[src/rtl/vintc_pkg.sv]
package vintc_pkg;

  localparam int REG_W    = 32;
  localparam int CODE_W   = 6;
  localparam int CODE_LSB = REG_W - CODE_W;
  localparam int WADDR_W  = 2;
  localparam logic [CODE_W-1:0] CODE_NONE = 6'd15;

  typedef enum logic [WADDR_W-1:0] {
    RA_PEND  = 2'd0,
    RA_MASK  = 2'd1,
    RA_SENSE = 2'd2,
    RA_VEC   = 2'd3
  } reg_addr_e;

  // every implemented source, MSB-first word layout
  function automatic logic [REG_W-1:0] src_word_mask(int nsrc);
    logic [REG_W-1:0] r;
    r = '0;
    for (int n = 0; n < REG_W; n++)
      if (n < nsrc) r[REG_W-1-n] = 1'b1;
    return r;
  endfunction

  // even (external pin) sources, MSB-first word layout
  function automatic logic [REG_W-1:0] ext_word_mask(int nsrc);
    logic [REG_W-1:0] r;
    r = '0;
    for (int n = 0; n < REG_W; n++)
      if (n < nsrc && (n % 2) == 0) r[REG_W-1-n] = 1'b1;
    return r;
  endfunction

  // even sources, source-indexed (bit n = source n)
  function automatic logic [REG_W-1:0] ext_lsb_mask(int nsrc);
    logic [REG_W-1:0] r;
    r = '0;
    for (int n = 0; n < REG_W; n++)
      if (n < nsrc && (n % 2) == 0) r[n] = 1'b1;
    return r;
  endfunction

endpackage

[src/rtl/vintc_sync.sv]
module vintc_sync
  import vintc_pkg::*;
#(
  parameter int NUM_SRC     = 16,
  parameter int SYNC_STAGES = 2
) (
  input  logic               clk,
  input  logic               rst,
  input  logic [NUM_SRC-1:0] pin_i,
  output logic [NUM_SRC-1:0] act_o,
  output logic [NUM_SRC-1:0] fall_o
);

  localparam logic [REG_W-1:0]   EXT_L = ext_lsb_mask(NUM_SRC);
  localparam logic [NUM_SRC-1:0] EXT   = EXT_L[NUM_SRC-1:0];

  logic [SYNC_STAGES-1:0][NUM_SRC-1:0] stg_q;
  logic [NUM_SRC-1:0]                  prev_q;
  logic [NUM_SRC-1:0]                  sync_w;

  // reset to the idle level so no false edge follows reset
  always_ff @(posedge clk) begin
    if (rst) begin
      stg_q  <= {SYNC_STAGES{EXT}};
      prev_q <= EXT;
    end else begin
      stg_q[0] <= pin_i;
      for (int g = 1; g < SYNC_STAGES; g++)
        stg_q[g] <= stg_q[g-1];
      prev_q <= sync_w;
    end
  end

  assign sync_w = stg_q[SYNC_STAGES-1];
  assign act_o  = sync_w ^ EXT;
  assign fall_o = prev_q & ~sync_w & EXT;

endmodule

[src/rtl/vintc_pend.sv]
module vintc_pend
  import vintc_pkg::*;
#(
  parameter int NUM_SRC = 16
) (
  input  logic               clk,
  input  logic               rst,
  input  logic [NUM_SRC-1:0] act_i,
  input  logic [NUM_SRC-1:0] fall_i,
  input  logic [REG_W-1:0]   sense_i,
  input  logic [REG_W-1:0]   clr_i,
  output logic [REG_W-1:0]   pend_o
);

  localparam logic [REG_W-1:0] EXT_W = ext_word_mask(NUM_SRC);

  logic unused_bits;
  assign unused_bits = ^(sense_i & ~EXT_W) ^ ^(clr_i & ~EXT_W) ^ ^(fall_i & ~EXT_W[REG_W-1 -: NUM_SRC]);

  for (genvar n = 0; n < REG_W; n++) begin : g_bit
    localparam int B = REG_W - 1 - n;
    if (n < NUM_SRC && (n % 2) == 0) begin : g_ext
      logic bit_q;
      always_ff @(posedge clk) begin
        if (rst)
          bit_q <= 1'b0;
        else if (sense_i[B])
          bit_q <= fall_i[n] | (bit_q & ~clr_i[B]);   // new event beats clear
        else
          bit_q <= act_i[n];
      end
      assign pend_o[B] = bit_q;
    end else if (n < NUM_SRC) begin : g_int
      logic bit_q;
      always_ff @(posedge clk) begin
        if (rst) bit_q <= 1'b0;
        else     bit_q <= act_i[n];
      end
      assign pend_o[B] = bit_q;
    end else begin : g_none
      assign pend_o[B] = 1'b0;
    end
  end

endmodule

[src/rtl/vintc_prio.sv]
module vintc_prio
  import vintc_pkg::*;
#(
  parameter int NUM_SRC = 16
) (
  input  logic              clk,
  input  logic              rst,
  input  logic [REG_W-1:0]  pm_i,
  output logic [CODE_W-1:0] code_o,
  output logic              irq_o
);

  localparam logic [REG_W-1:0] SRC_W = src_word_mask(NUM_SRC);

  logic              hit_w;
  logic [CODE_W-1:0] code_w;
  logic              unused_bits;

  assign unused_bits = ^(pm_i & ~SRC_W);

  // scan from highest number down so the lowest number is kept last
  always_comb begin
    hit_w  = 1'b0;
    code_w = CODE_NONE;
    for (int n = NUM_SRC - 1; n >= 0; n--) begin
      if (pm_i[REG_W-1-n]) begin
        hit_w  = 1'b1;
        code_w = CODE_W'(n);
      end
    end
  end

  always_ff @(posedge clk) begin
    if (rst) begin
      code_o <= CODE_NONE;
      irq_o  <= 1'b0;
    end else begin
      code_o <= code_w;
      irq_o  <= hit_w;
    end
  end

endmodule

[src/rtl/vintc_regs.sv]
module vintc_regs
  import vintc_pkg::*;
#(
  parameter int NUM_SRC = 16
) (
  input  logic               clk,
  input  logic               rst,
  input  logic               wen_i,
  input  logic               ren_i,
  input  logic [WADDR_W-1:0] addr_i,
  input  logic [REG_W-1:0]   wdata_i,
  input  logic [REG_W-1:0]   pend_i,
  input  logic [REG_W-1:0]   vec_i,
  output logic [REG_W-1:0]   mask_o,
  output logic [REG_W-1:0]   sense_o,
  output logic [REG_W-1:0]   clr_o,
  output logic [REG_W-1:0]   rdata_o
);

  localparam logic [REG_W-1:0] SRC_W = src_word_mask(NUM_SRC);
  localparam logic [REG_W-1:0] EXT_W = ext_word_mask(NUM_SRC);

  reg_addr_e        sel_w;
  logic [REG_W-1:0] rmux_w;

  assign sel_w = reg_addr_e'(addr_i);
  assign clr_o = (wen_i && sel_w == RA_PEND) ? (wdata_i & SRC_W) : '0;

  always_comb begin
    unique case (sel_w)
      RA_PEND:  rmux_w = pend_i;
      RA_MASK:  rmux_w = mask_o;
      RA_SENSE: rmux_w = sense_o;
      default:  rmux_w = vec_i;
    endcase
  end

  always_ff @(posedge clk) begin
    if (rst) begin
      mask_o  <= '0;
      sense_o <= '0;
      rdata_o <= '0;
    end else begin
      if (wen_i && sel_w == RA_MASK)  mask_o  <= wdata_i & SRC_W;
      if (wen_i && sel_w == RA_SENSE) sense_o <= wdata_i & EXT_W;
      if (ren_i)                      rdata_o <= rmux_w;
    end
  end

endmodule

[src/rtl/vintc_top.sv]
module vintc_top
  import vintc_pkg::*;
#(
  parameter int NUM_SRC     = 16,
  parameter int SYNC_STAGES = 2
) (
  input  logic               clk,
  input  logic               rst,
  input  logic               bus_wen,
  input  logic               bus_ren,
  input  logic [WADDR_W-1:0] bus_addr,
  input  logic [REG_W-1:0]   bus_wdata,
  output logic [REG_W-1:0]   bus_rdata,
  input  logic [NUM_SRC-1:0] src_in,
  output logic               irq_o
);

  logic [NUM_SRC-1:0] src_act;
  logic [NUM_SRC-1:0] src_fall;
  logic [REG_W-1:0]   pend_q;
  logic [REG_W-1:0]   mask_q;
  logic [REG_W-1:0]   sense_q;
  logic [REG_W-1:0]   clr_w;
  logic [REG_W-1:0]   pm_w;
  logic [CODE_W-1:0]  vec_code_q;
  logic [REG_W-1:0]   vec_word;

  assign pm_w     = pend_q & mask_q;
  assign vec_word = {vec_code_q, {CODE_LSB{1'b0}}};

  vintc_sync #(.NUM_SRC(NUM_SRC), .SYNC_STAGES(SYNC_STAGES)) sync_i (
    .clk    (clk),
    .rst    (rst),
    .pin_i  (src_in),
    .act_o  (src_act),
    .fall_o (src_fall)
  );

  vintc_pend #(.NUM_SRC(NUM_SRC)) pend_i (
    .clk     (clk),
    .rst     (rst),
    .act_i   (src_act),
    .fall_i  (src_fall),
    .sense_i (sense_q),
    .clr_i   (clr_w),
    .pend_o  (pend_q)
  );

  vintc_prio #(.NUM_SRC(NUM_SRC)) prio_i (
    .clk    (clk),
    .rst    (rst),
    .pm_i   (pm_w),
    .code_o (vec_code_q),
    .irq_o  (irq_o)
  );

  vintc_regs #(.NUM_SRC(NUM_SRC)) regs_i (
    .clk     (clk),
    .rst     (rst),
    .wen_i   (bus_wen),
    .ren_i   (bus_ren),
    .addr_i  (bus_addr),
    .wdata_i (bus_wdata),
    .pend_i  (pend_q),
    .vec_i   (vec_word),
    .mask_o  (mask_q),
    .sense_o (sense_q),
    .clr_o   (clr_w),
    .rdata_o (bus_rdata)
  );

endmodule

[config.mk]
export PLATFORM = sky130hd
export DESIGN_NAME = vintc_top
export DESIGN_NICKNAME = d
export VERILOG_FILES = /design/src/rtl/vintc_pkg.sv /design/src/rtl/vintc_sync.sv /design/src/rtl/vintc_pend.sv /design/src/rtl/vintc_prio.sv /design/src/rtl/vintc_regs.sv /design/src/rtl/vintc_top.sv
export SDC_FILE = /design/constraint.sdc
export NUM_CORES = 1
export LEC_CHECK = 0
export CORE_MARGIN = 2
export CORE_UTILIZATION = 49
export DETAILED_ROUTE_END_ITERATION = 6
export PLACE_DENSITY = 0.79
export REMOVE_ABC_BUFFERS = 1
export SYNTH_ARGS = -nofsm -noshare
export SYNTH_HDL_FRONTEND = slang
export SYNTH_SLANG_ARGS = --single-unit
[constraint.sdc]
create_clock -name clk -period 1.6 [get_ports clk]
set_input_delay 0.32 -clock clk [delete_from_list [all_inputs] [get_ports clk]]
set_output_delay 0.32 -clock clk [all_outputs]
set_load 0.005 [all_outputs]
After elaboration in Yosys (flattened, before gate mapping)
Index checks and enable logic that the tools add are counted.
Word-level totals
  RAM bits: 0
  input bits: 54
  register bits after elaboration: 126
  ROM bits: 0
  latch bits: 0
  word-level logic and storage cells: 101
  output and inout bits: 33
  memories: 0
Operators by class
  equal/unequal tests: 2
  reduce and logical (&&, ||, !) cells: 5
  div/mod/pow operators: 0
  $mul: 0
  multiplexer cells: 41
  add/sub/neg operators: 0
  shift-type cells: 0
  bitwise operators: 28
  magnitude comparators: 0
Operators by type and width (count)
  $pmux 32 s3: 1
  $and 32x32->32: 1
  $mux 32: 1
  $mux 4: 8
  $mux 1: 25
  $and 15x15->15: 1
  $not 15->15: 1
  $reduce_or 15->1: 1
  $mux 3: 4
  $and 1x1->1: 8
  $not 1->1: 8
  $not 8->8: 1
  $or 1x1->1: 8
  $mux 2: 2
  $logic_and 1x1->1: 3
  $eq 2x1->1 const B: 1
  $eq 2x2->1 const B: 1
  $logic_not 2->1: 1

Logic depth before layout (Yosys ltp)
Gate-level depths: netlist of run 1.
  depth after elaboration: 17
  mapped depth: 6
  mapped depth without buffers: 5

Cells and area by module
Synthesis of run 1 repeated with hierarchy kept, for this count alone.
Unflattened totals
  cells, all modules: 613
  area total of the unflattened synthesis: 5778.0 um^2
By module, submodules not included
  vintc_regs: times used 1, area an instance 3145.5 um^2, cells an instance 338, sequential area each 1121.1 um^2
  vintc_sync: times used 1, area an instance 1275.0 um^2, cells an instance 117, sequential area each 800.8 um^2
  vintc_pend: times used 1, area an instance 862.1 um^2, cells an instance 90, sequential area each 320.3 um^2
  vintc_prio: times used 1, area an instance 291.5 um^2, cells an instance 35, sequential area each 100.1 um^2
  vintc_top: times used 1, area an instance 203.9 um^2, cells an instance 33, sequential area each 0.0 um^2

Least setup slack after synthesis of run 1
OpenSTA, ideal clock, no wires.
  path type: input-to-reg
  start point: in bus_addr[0]
  end point: reg regs_i.rdata_o[27]
  stages on the path: 4
  data arrival time: 1.161 ns
  slack: 0.312 ns
  library setup time: 0.128 ns
  path buffers: 1
  cell sequence: buf_4 -> mux4_2 -> mux2i_1 -> nor2_1
Between the ends
  longest elaborated chain between the ends: 2
  elaborated cells on any way between the ends: 4
  classes of those cells: eq/ne: 2; mux: 1; reduce/logical: 1
Ends and longest elaborated chain
  start: declaration: RTL line vintc_top.sv:11  | input logic [WADDR_W-1:0] bus_addr,
  $eq 2x2->1, or another cell as far along: RTL line vintc_regs.sv:30  | unique case (sel_w)
  $pmux 32 s3 (*): RTL line vintc_regs.sv:30
  end signal: assignment: RTL line vintc_regs.sv:46  | if (ren_i) rdata_o <= rmux_w;
  end: declaration: RTL line vintc_regs.sv:17  | output logic [REG_W-1:0] rdata_o
Mark *: on every way between the ends. The rest lies on a longest branch, timed or not.
A chain may end at the register's enable or synchronous reset.

Worst setup path in the final report of run 1
  start point: reg regs_i.rdata_o[29]
  end point: out bus_rdata[29]
RTL lines
  end: declaration: RTL line vintc_top.sv:13  | output logic [REG_W-1:0] bus_rdata,
No word-level cell between the ends.

==> results.cfg, run 1 <==
[floorplan]
core_um2 = 7610
dieArea_um2 = 8480
fp.dieH_um = 92.1
io_pins = 87
start_util_pct = 50.0
core.rowCount = 32
die_x_um = 92.1

[critical_path]
crit_family = buffers and inverters
critPathSlowestCell = clkdlybuf4s50_1
crit_buf_inv = 1
worst_ep_required_time_ns = 1.28
critical_path.max_stage_delay_ns = 0.50
crit_type = reg -> out
path_cells = clkdlybuf4s50_1
arrival_ns = 1.21
startpoint_type = flip-flop
cp_max_fo = 2
critPathCaptureType = output port

[layout]
fin_nets = 521
final_cell_mix = dfxtp_1, nand2_1, clkdlybuf4s50_1
area_growth_syn_to_layout_pct = 23.7
layout-drive-gt1-share_pct = 15.0
final_cells = 574
diodes = 0
layout_commonest_cell = dfxtp_1

[power_and_ir_drop]
power_mw = 4.67
power_density_nw_per_um2 = 994
leakagePower_nw = 1.79
ir_worst_vdd_v = 0.000544

[grt]
grt.overflow.total = 0
grt_pass1_vias = 2803
antenna_found_initial = 0
grt_first_pass_wirelength_mm = 13.2
grt_max_degree = 31
grt_usage_pct = 19.9

[synthesis]
yosys_warnings = 0
async_flop_share_pct = 0
syn_inst = 407
ys_ff_latch = 101
syn_area_um2 = 3800
synth_area_leaders = dfxtp_1, nor2b_1, nand2_1, a21oi_1, or2_2
synth_edf_count = 0
yosysSeqAreaShare_pct = 53.2
synth_area_per_cell_um2 = 9.34
synth_cell_types = 33
yosysTopAreaCellShare_pct = 53.2
yosysTopAreaCell = dfxtp_1
synthFlopType = dfxtp_1

[sta]
finalHoldViolations = 0
finalSetupViolCount = 0
layout_setup_ws_ns = 0.0666
setup_tns_ns = 0
slew_violations = 0
finalWorstPathRequiredPeriod_ns = 1.53
rsz0062_at_grt = false
fmax_mhz = 652
period_share_pct = 95.8
clock_skew_ns = 0.00913

[cts]
postCtsHoldBufs = 0
cts_sinks = 101
cts_buffer_depth = 2
clock_latency_ns = 0.36
numCtsBuffers = 9
root_buffer = clkbuf_8
cts_resized = 0
path_clk_slew_ns = 0.10
htreeDepth = 3
cts_tree = done
cts_setup_buffers = 0

[route]
vias = 2895
wl_per_cell_um = 13.7
final_antenna_net_count = 0
first_pass_iters = 4
drcViolationCount = 0
wl_mm = 7.85
viasPerCell = 5.04
drtIter0Drc = 114

[placed_design]
dp_cells = 558
dpl_worst_slack_ns = -0.354
numPortBuffers = 54
post-dp-hpwl_mm = 5.57
gp_congestion = 0.813

[status]
outcome = completed

[hold_path]
hold_class = in -> reg

[run]
max-cap-violations = 0
[cells by family (layout without fill, tap and decap cells)]
kind of cell / count (synthesis) / after routing / synth area share [%]
and+or+nand+nor: 171 / 171 / 22.3
AOI/OAI and AO/OA: 78 / 78 / 13.0
other: 1 / 16 / 0.0987
buffers and inverters: 38 / 88 / 5.89
DFF: 101 / 101 / 53.2
muxes: 18 / 18 / 5.60
[registers in the layout (all words and copies together), names as in the netlist]
register,cells
regs_i.sense_o,8
pend_i.g_bit.g_ext.bit_q,8
regs_i.mask_o,16
sync_i.sync_w,16
regs_i.rdata_o,16
prio_i.code_o,4
sync_i.prev_q,15
prio_i.irq_o,1
pend_i.g_bit.g_int.bit_q,1
sync_i.stg_q,16
[power breakdown]
group,internal (mW),switching (mW),total (mW)
registers,2.60,0.0441,2.65
clock network,0.763,0.842,1.60
logic,0.234,0.189,0.422
total,3.60,1.07,4.67
[cells in the mapped netlist (all sizes together), types with 2 or more instances]
cell type and instances:
dfxtp 101, nand2 64, nor2b 39, a21oi 37
buf 26, nor2 25, or2 25, clkbuf 12
nand3 12, mux2i 10, o21ai 10, a211o 8
a211oi 6, mux2 6, a22o 3, o211ai 3
a21o 2, a22oi 2, a31oi 2, and3b 2
mux4 2
[area by class of cell]
class / count / area (µm²)
clock inverter: 6 / 61.3
clock buffer: 10 / 138
fill: 653 / 2900
timing repair buffer: 72 / 736
multi-input combinational: 283 / 1620
tap: 102 / 128
sequential: 101 / 2020
[routing by layer]
metal | GRT usage (%) | vias to the layer above | part of all wire [%]
met3 | 5.92 | 13 | 5.2
met2 | 35.2 | 81 | 50
met5 | 0 | - | 0
li1 | - | 1448 | -
met4 | 5.47 | 0 | 1.4
met1 | 23.5 | 1353 | 44
[worst paths after layout]
path,from,to,slack (ns),depth (start not counted)
max reg2reg,regs_i.mask_o[18]$_SDFFE_PP0P_,prio_i.code_o[0]$_SDFF_PP1_,0.25,5
min,rst,regs_i.rdata_o[19]$_SDFFE_PP0P_,0.38,2
min reg2reg,sync_i.stg_q[4]$_SDFF_PP1_,sync_i.sync_w[4]$_SDFF_PP1_,0.41,1
max,regs_i.rdata_o[29]$_SDFFE_PP0P_,bus_rdata[29],0.07,1
[stage by stage]
step	cell area [µm²]	util, %	hold WS, ns
4_1_cts	4690	61.7	0.382
3_3_place_gp	4490	59.1	0.392
2_1_floorplan	3630	-	0.389
3_5_place_dp	4490	59.1	0.392
5_1_grt	4700	61.8	0.418
6_report	4700	61.8	0.376
No activity file was read; power rests on OpenSTA's default activity.
==> inputs of run 2 (changes only) <==
--- a/config.mk
+++ b/config.mk
@@ -5,6 +5,7 @@
 export SDC_FILE = /design/constraint.sdc
 export NUM_CORES = 1
 export LEC_CHECK = 0
+export ABC_AREA = 0
 export CORE_MARGIN = 2
 export CORE_UTILIZATION = 49
 export DETAILED_ROUTE_END_ITERATION = 6
==> results of run 2 <==
No change in the layout: final DEF, timing and power equal those of run 1.
